File: src/rtl/fcg_pkg.sv
package fcg_pkg;
  // strobes from control to datapath
  typedef struct packed {
    logic countEn;      // node not bus off: events may move counters
    logic wrAllow;      // reset mode: software writes accepted
    logic enterBusOff;  // load bus-off values this cycle
    logic recoverDone;  // recovery finished this cycle
  } fcgStrobe_t;
endpackage

File: src/rtl/fcg_datapath.sv
module fcg_datapath
  import fcg_pkg::*;
#(
  parameter int CNT_W        = 8,
  parameter int TX_ERR_STEP  = 8,
  parameter int WARN_DEFAULT = 96
) (
  input  logic             clk,
  input  logic             rstN,
  input  fcgStrobe_t       st,
  input  logic             txErr,
  input  logic             txOk,
  input  logic             rxErr,
  input  logic             rxOk,
  input  logic             listenOnly,
  input  logic             tecWrEn,
  input  logic             recWrEn,
  input  logic             limitWrEn,
  input  logic [CNT_W-1:0] wrData,
  output logic [CNT_W-1:0] tec,
  output logic [CNT_W-1:0] rec,
  output logic [CNT_W-1:0] warnLimit,
  output logic             tecOverflow,
  output logic             errPassive,
  output logic             errStatus,
  output logic             irqPassive,
  output logic             irqWarning
);
  localparam int CNT_MAX    = (1 << CNT_W) - 1;
  localparam int HALF       = 1 << (CNT_W - 1);
  localparam logic [CNT_W-1:0] BUSOFF_TEC = CNT_W'(HALF);
  localparam logic [CNT_W-1:0] OVF_EDGE   = CNT_W'(CNT_MAX - TX_ERR_STEP);
  localparam logic [CNT_W-1:0] PASS_EDGE  = CNT_W'(HALF - 1);

  logic prevPassive, prevWarn;

  assign tecOverflow = tec > OVF_EDGE;

  always_ff @(posedge clk) begin
    if (!rstN) begin
      tec <= '0;
    end else if (st.enterBusOff) begin
      tec <= BUSOFF_TEC;
    end else if (st.recoverDone) begin
      tec <= '0;
    end else if (st.wrAllow && tecWrEn) begin
      tec <= wrData;
    end else if (st.countEn) begin
      if (txErr)                tec <= tec + CNT_W'(TX_ERR_STEP);
      else if (txOk && tec != 0) tec <= tec - 1'b1;
    end
  end

  always_ff @(posedge clk) begin
    if (!rstN) begin
      rec <= '0;
    end else if (st.enterBusOff || st.recoverDone) begin
      rec <= '0;
    end else if (st.wrAllow && recWrEn) begin
      rec <= wrData;
    end else if (st.countEn && !listenOnly) begin
      if (rxErr) begin
        if (rec != CNT_W'(CNT_MAX)) rec <= rec + 1'b1;
      end else if (rxOk && rec != 0) begin
        rec <= rec - 1'b1;
      end
    end
  end

  always_ff @(posedge clk) begin
    if (!rstN)                         warnLimit <= CNT_W'(WARN_DEFAULT);
    else if (st.wrAllow && limitWrEn) warnLimit <= wrData;
  end

  assign errPassive = st.countEn && (tec > PASS_EDGE || rec > PASS_EDGE);
  assign errStatus  = (tec >= warnLimit) || (rec >= warnLimit);

  always_ff @(posedge clk) begin
    if (!rstN) begin
      prevPassive <= 1'b0;
      prevWarn    <= 1'b0;
    end else begin
      prevPassive <= errPassive;
      prevWarn    <= errStatus;
    end
  end

  assign irqPassive = errPassive ^ prevPassive;
  assign irqWarning = errStatus ^ prevWarn;

  // a counted transmit error moves the counter up by the step
  p_tec_step_r1: assert property (@(posedge clk) disable iff (!rstN)
    st.countEn && txErr && !st.enterBusOff && !(st.wrAllow && tecWrEn)
    |=> tec == $past(tec) + CNT_W'(TX_ERR_STEP));

  // listen-only holds the receive counter
  p_rec_frozen_r7: assert property (@(posedge clk) disable iff (!rstN)
    listenOnly && !st.enterBusOff && !st.recoverDone && !(st.wrAllow && recWrEn)
    |=> $stable(rec));

  // bus-off entry values
  p_busoff_values_r5: assert property (@(posedge clk) disable iff (!rstN)
    st.enterBusOff |=> tec == BUSOFF_TEC && rec == '0);

  // receive counter floor
  p_rec_floor_r2: assert property (@(posedge clk) disable iff (!rstN)
    rec == '0 && !rxErr && !(st.wrAllow && recWrEn) |=> rec == '0);
endmodule

File: src/rtl/fcg_ctrl.sv
module fcg_ctrl
  import fcg_pkg::*;
#(
  parameter int RECOVERY_SEQS = 128
) (
  input  logic       clk,
  input  logic       rstN,
  input  logic       txErr,
  input  logic       tecOverflow,
  input  logic       recessiveSeq,
  input  logic       modeWrEn,
  input  logic       modeWrData,
  output fcgStrobe_t st,
  output logic       resetModeQ,
  output logic       busOffQ
);
  localparam int RCW = $clog2(RECOVERY_SEQS + 1);
  localparam logic [RCW-1:0] LAST_SEQ = RCW'(RECOVERY_SEQS - 1);

  logic [RCW-1:0] seqCnt;
  logic           enterBusOff, recovering, recoverDone;

  assign enterBusOff = txErr && tecOverflow && !busOffQ;
  assign recovering  = busOffQ && !resetModeQ;
  assign recoverDone = recovering && recessiveSeq && seqCnt == LAST_SEQ;

  always_ff @(posedge clk) begin
    if (!rstN)            resetModeQ <= 1'b1;
    else if (enterBusOff) resetModeQ <= 1'b1;
    else if (modeWrEn)    resetModeQ <= modeWrData;
  end

  always_ff @(posedge clk) begin
    if (!rstN)            busOffQ <= 1'b0;
    else if (enterBusOff) busOffQ <= 1'b1;
    else if (recoverDone) busOffQ <= 1'b0;
  end

  always_ff @(posedge clk) begin
    if (!rstN || !recovering || recoverDone) seqCnt <= '0;
    else if (recessiveSeq)                   seqCnt <= seqCnt + 1'b1;
  end

  always_comb begin
    st.countEn     = !busOffQ;
    st.wrAllow     = resetModeQ;
    st.enterBusOff = enterBusOff;
    st.recoverDone = recoverDone;
  end

  // bus-off entry sets reset mode on its own
  p_enter_forces_reset_r5: assert property (@(posedge clk) disable iff (!rstN)
    enterBusOff |=> busOffQ && resetModeQ);

  // no recovery while reset mode is held
  p_no_recovery_in_reset_r6: assert property (@(posedge clk) disable iff (!rstN)
    busOffQ && resetModeQ |=> busOffQ);
endmodule

File: src/rtl/can_fault_guard.sv
module can_fault_guard
  import fcg_pkg::*;
#(
  parameter int CNT_W         = 8,
  parameter int TX_ERR_STEP   = 8,
  parameter int WARN_DEFAULT  = 96,
  parameter int RECOVERY_SEQS = 128
) (
  input  logic             clk,
  input  logic             rstN,
  input  logic             txErr,
  input  logic             txOk,
  input  logic             rxErr,
  input  logic             rxOk,
  input  logic             recessiveSeq,
  input  logic             listenOnly,
  input  logic             modeWrEn,
  input  logic             modeWrData,
  input  logic             tecWrEn,
  input  logic             recWrEn,
  input  logic             limitWrEn,
  input  logic [CNT_W-1:0] wrData,
  output logic [CNT_W-1:0] tec,
  output logic [CNT_W-1:0] rec,
  output logic [CNT_W-1:0] warnLimit,
  output logic             resetMode,
  output logic             busOff,
  output logic             errPassive,
  output logic             errStatus,
  output logic             irqPassive,
  output logic             irqWarning
);
  fcgStrobe_t st;
  logic       tecOverflow;

  fcg_ctrl #(.RECOVERY_SEQS(RECOVERY_SEQS)) uCtrl (
    .clk(clk), .rstN(rstN), .txErr(txErr), .tecOverflow(tecOverflow),
    .recessiveSeq(recessiveSeq), .modeWrEn(modeWrEn), .modeWrData(modeWrData),
    .st(st), .resetModeQ(resetMode), .busOffQ(busOff)
  );

  fcg_datapath #(.CNT_W(CNT_W), .TX_ERR_STEP(TX_ERR_STEP), .WARN_DEFAULT(WARN_DEFAULT)) uData (
    .clk(clk), .rstN(rstN), .st(st), .txErr(txErr), .txOk(txOk), .rxErr(rxErr),
    .rxOk(rxOk), .listenOnly(listenOnly), .tecWrEn(tecWrEn), .recWrEn(recWrEn),
    .limitWrEn(limitWrEn), .wrData(wrData), .tec(tec), .rec(rec),
    .warnLimit(warnLimit), .tecOverflow(tecOverflow), .errPassive(errPassive),
    .errStatus(errStatus), .irqPassive(irqPassive), .irqWarning(irqWarning)
  );
endmodule

File: config.mk
export PLATFORM = sky130hd
export DESIGN_NAME = can_fault_guard
export DESIGN_NICKNAME = d
export VERILOG_FILES = /design/src/rtl/fcg_pkg.sv /design/src/rtl/fcg_datapath.sv /design/src/rtl/fcg_ctrl.sv /design/src/rtl/can_fault_guard.sv
export SDC_FILE = /design/constraint.sdc
export NUM_CORES = 1
export LEC_CHECK = 0
export CAP_MARGIN = 25
export CORE_MARGIN = 3
export CORE_UTILIZATION = 69
export DETAILED_ROUTE_END_ITERATION = 10
export DONT_BUFFER_PORTS = 1
export GPL_ROUTABILITY_DRIVEN = 0
export HOLD_SLACK_MARGIN = 0.1
export PLACE_DENSITY = 0.85
export SLEW_MARGIN = 40
export SYNTH_ARGS = -nofsm -noshare
export SYNTH_HDL_FRONTEND = slang
export SYNTH_HIERARCHICAL = 1
export SYNTH_SLANG_ARGS = --single-unit
File: constraint.sdc
create_clock -name clk -period 5.66 [get_ports clk]
set_input_delay 1.132 -clock clk [delete_from_list [all_inputs] [get_ports clk]]
set_output_delay 1.132 -clock clk [all_outputs]
set_load 0.1 [all_outputs]
# Word level (Yosys, flattened, before mapping)
# Index checks and enable logic that the tools add are counted.
# totals
register_bits	36
elab_cells	75
# classes
addsub	5
magnitude_cmp	5
eq_ne	5
mux	13
bitwise	3
reduce_logical	35
# ops
op	count
8-bit 2-to-1 mux	11
8-bit by 1-bit adder with 8-bit output (second input constant)	2
8-bit greater-or-equal comparator	2
8-bit by 7-bit greater-than comparator with 1-bit output (second input constant)	2
8-bit nonzero test	2
8-bit by 1-bit subtractor with 8-bit output (second input constant)	2
1-bit logical AND	12
8-bit by 4-bit adder with 8-bit output (second input constant)	1
8-bit by 7-bit == test with 1-bit output (second input constant)	1
8-bit greater-than comparator (second input constant)	1
8-bit != test (second input constant)	1
3-bit nonzero test	2
1-bit zero test	5
1-bit logical OR	5
5-bit nonzero test	1
4-bit by 3-bit != test with 1-bit output (second input constant)	1
2-bit AND reduction	2
2-bit nonzero test	2
2-bit OR reduction	2
3-bit by 1-bit != test with 1-bit output (second input constant)	1
3-bit AND reduction	1
3-bit OR reduction	1
1-bit 2-to-1 mux	2
2-bit by 1-bit != test with 1-bit output (second input constant)	1
2 further kinds	3

# Logic depth before layout (Yosys ltp)
# depth
word_depth	8
ltp_mapped	11
depth_no_buf	9

# Cells and area by module
# Netlist, hierarchy kept.
# modules_own_cells
module	instances	cells_each	area_per_inst_um2	seq_area_each_um2
fcg_datapath	1	250	2021.9	520.5
fcg_ctrl	1	54	516.7	200.2

# Worst setup path after synthesis
# Ideal clock, no wire load.
# synth_path
path_type	reg2out
startpoint	register uData.tec[0]
endpoint	output port irqWarning
t_arrival_ns	4.926
required_ns	4.528
slack_ns	-0.398
stages_incl_launch_ff	9
path_buffers	0
path_cell_list	dfxtp_1 inv_1 ha_1 nand2b_1 a21oi_1 o21ai_0 a21oi_1 o211ai_1 xor2_1
# synth_between
elab_chain_len	3
# synth_rtl
item	line	rtl
from (decl)	fcg_datapath.sv:20	output logic [CNT_W-1:0] tec,
from (signal assigned)	fcg_datapath.sv:47	tec <= wrData;
from (signal assigned)	fcg_datapath.sv:49	if (txErr) tec <= tec + CNT_W'(TX_ERR_STEP);
from (signal assigned)	fcg_datapath.sv:50	else if (txOk && tec != 0) tec <= tec - 1'b1;
8-bit greater-or-equal comparator	fcg_datapath.sv:76	assign errStatus = (tec >= warnLimit) || (rec >= warnLimit);
1-bit logical OR	fcg_datapath.sv:76	
net errStatus	can_fault_guard.sv:29	output logic errStatus,
1-bit bitwise XOR	fcg_datapath.sv:89	assign irqWarning = errStatus ^ prevWarn;
to (decl)	can_fault_guard.sv:31	output logic irqWarning
# The timed path passes the listed nets, and every way through them passes these cells.

# Final worst setup path
# layout_path
startpoint	register uData.warnLimit[5]
endpoint	output port irqWarning
# layout_between
elab_chain_len	3
# layout_rtl
item	line	rtl
from (decl)	fcg_datapath.sv:22	output logic [CNT_W-1:0] warnLimit,
from (signal assigned)	fcg_datapath.sv:71	if (!rstN) warnLimit <= CNT_W'(WARN_DEFAULT);
from (signal assigned)	fcg_datapath.sv:72	else if (st.wrAllow && limitWrEn) warnLimit <= wrData;
8-bit greater-or-equal comparator	fcg_datapath.sv:76	
1-bit logical OR (*)	fcg_datapath.sv:76	
1-bit bitwise XOR (*)	fcg_datapath.sv:89	
# Mark *: on every way between the ends. The rest lies on a longest branch, timed or not.

==> impl_results.md <==
- Status: complete, no violations
- Final setup vio count: 0
- Synthesized area per cell: 8.35 µm²
- Max Cap Viol: 0
- Largest area contributor in the netlist: dfxtp_1
- TNS Setup: 0 ns
- WP data arrival: 3.20 ns
- Die Y: 66.7 µm
- Hold buffer count at CTS: 0
- Cell breakdown of the critical path: inv_1 -> ha_1 -> a21o_1 -> a21o_1 -> a2111oi_0 -> o211ai_1 -> xor2_2 -> buf_4
- Initial core utilization: 0.738
- Peak per-stage delay on the critical path: 0.66 ns
- Final period util: 0.766
- Drc violations: 0
- Pin count of the biggest net entering global routing: 17
- Met3 wire len: 528 µm
- Antenna Diode Count: 0
- Startpoint Class: register
- Routed wire length: 6.31 mm
- Mapped Area: 0.00254 mm²
- Synth Instances: 304
- Netlist cell types: 53
- Detailed Place HPWL: 4.72 mm
- Sequential fraction of the synthesis area: 0.284
- DR WL/cell: 17.8 µm
- Clk Latency, worst-skew pair: 0.29 ns
- H-tree Lvls: 2
- Most common cell after layout, fill and taps aside: nand2_1
- Core area: 0.00344 mm²
- Synth-to-Final Area Change: 9.27%
- Post-layout min period: 4.33 ns
- Wire length on met1: 2.74 mm
- Gates resized, CTS repair: 0
- Nets: 357
- FMAX: 0.231 GHz
- Final slew viol count: 0
- Power Density: 332 mW/mm²
- Syn Nets: 353
- Via count: 2,216
- Die Width: 66.7 µm
- Via/cell ratio: 6.24
- CTS Buffer Depth: 2
- Number of synthesized flops with an enable pin: 0
- Critical Path Most Common Cell: a21o_1
- Most frequent cells in the layout: 37 x nand2_1, 27 x ha_1, 21 x a21oi_1
- Leak: 1.17 nW
- Worst-Margin Slew: 0.695 ns
- Required @ worst endpoint: 4.53 ns
- Worst Skew: 0.00442 ns
- Crit end category: output port
- YS warnings: 6
- Num CTS Buffers: 5
- CTS root buf: clkbuf_8
- Vias in the first global route: 2,170
- All-Layer GR Usage: 0.300
- Count of state elements after synthesis: 36
- Antenna violations before repair: 0
- I/O pin total: 51
- Slowest stage cell, crit path: dfxtp_2
- Layout cells sized above 1: 0.175
- Slew margin rel.: 0.537
- Final hold vios: 0
- RSZ-0062 raised after global routing: no
- Largest cells by area after synthesis: dfxtp_1 28%, ha_1 13%, nand2_1 5.5%
- Primary FF master, synth: dfxtp_1
- Clock Sinks: 36
- Initial DRT Pass Iterations: 4
- Critical path type: reg -> out
- Die area: 0.00444 mm²
- Post-synth ARST share: 0
- Row Count: 21
- Hold Crit Class: reg -> reg
- Crit Path Max Fanout: 3
- Fin util: 0.806
- Global-route wire length before repair: 10.2 mm
- ANT nets after route: 0
- Met2 WL post-DR: 2.88 mm
- Worst-path clk slew: 0.07 ns
- Worst VDD drop: 0.246 mV
- Synth top area share: 0.284
- Port buffer count: 0
- Initial detailed-routing violation count: 140
- Post-CTS Setup Bufs: 0
- Max Used Layer: met4
- Global route overflow: 0
- CTS tree: built
-- cell families after synthesis --
| logic type | Yosys count | synth area share |
|---|---|---|
| AND/OR/NAND/NOR | 109 | 0.234 |
| AO/OA/AOI/OAI | 79 | 0.208 |
| flip-flops | 36 | 0.284 |
| buffers and inverters | 28 | 0.0473 |
| adder cells (fa/ha/maj) | 28 | 0.141 |
| XOR/XNOR | 19 | 0.0655 |
| multiplexers | 5 | 0.0197 |
-- registers in the layout, summed over array words and instances, names as in the netlist, named ones only --
name               flops
uData/rec              8
uData/tec              6
uCtrl/resetModeQ       1
uCtrl/seqCnt           8
uData/prevWarn         1
uData/prevPassive      1
uData/warnLimit        8
uCtrl/busOffQ          1
-- worst max-delay path: cells and delay by family, from the launching register on --
kind / cells / cell delay [ns]
buffers and inverters: 2 / 0.49
xor gates and xnor gates: 1 / 0.22
adders and majority gates: 1 / 0.33
DFF: 1 / 0.66
AOI/OAI and AO/OA: 4 / 1.21
-- per-stage QoR --
step | std cells | power (W) | setup slack (ns) | instance area (µm²) | hold WS, ns
6_report | 355 | 0.000920 | 1.33 | 2770 | 0.537
5_1_grt | 355 | 0.000958 | 1.19 | 2770 | 0.574
4_1_cts | 355 | 0.000918 | 1.42 | 2770 | 0.537
3_5_place_dp | 347 | 0.000710 | 1.74 | 2670 | 0.526
3_3_place_gp | 347 | 0.000702 | 1.85 | 2660 | 0.502
2_1_floorplan | 304 | 0.000644 | 0.0299 | 2560 | 0.482
-- path summary, 6_finish.rpt --
kind                                         start               to  slack [ns]  cells after the start
worst max-delay path            uData/warnLimit[5]       irqWarning        1.33                      8
worst min-delay path               uCtrl/seqCnt[6]  uCtrl/seqCnt[6]        0.54                      2
worst max register to register  uData/warnLimit[5]   uData/prevWarn        2.91                      7
worst min register to register     uCtrl/seqCnt[6]  uCtrl/seqCnt[6]        0.54                      2
-- per-layer routing --
metal / vias up / track usage
met5: - / 0
met3: 19 / 0.0860
met2: 93 / 0.478
li1: 1089 / -
met4: 0 / 0.122
met1: 1015 / 0.378
-- layout make-up --
type	instances	area, µm²
multi-input cells	240	1720
clock inverters	1	5.00
clock buffers	7	97.6
inverters	15	56.3
well taps	46	57.6
flip-flops and latches	36	747
fillers	230	668
repair buffers	10	92.6
-- where the power goes --
| part | internal, W | leakage, nW | switching [W] | total (W) |
|---|---|---|---|---|
| registers | 0.000275 | 0.301 | 0.000118 | 0.000393 |
| logic | 0.000104 | 0.814 | 0.000215 | 0.000319 |
| clock network | 0.000113 | 0.0534 | 0.0000951 | 0.000208 |
-- synth_stat cells (all sizes together) (2+ instances only) --
master	instances
nand2	37
dfxtp	36
ha	27
a21oi	21
nor2	19
o21ai	19
inv	15
xor2	11
nand4	9
nand3	8
xnor2	8
a21boi	7
a21o	7
clkbuf	7
a211oi	6
buf	6
nand2b	6
mux2i	5
o211ai	5
nor2b	4
nor3	4
or3	4
and2	3
and3	3
nor4	3
o21bai	3
or2	3
a221oi	2
nor3b	2
No activity file was read; power rests on OpenSTA's default activity.
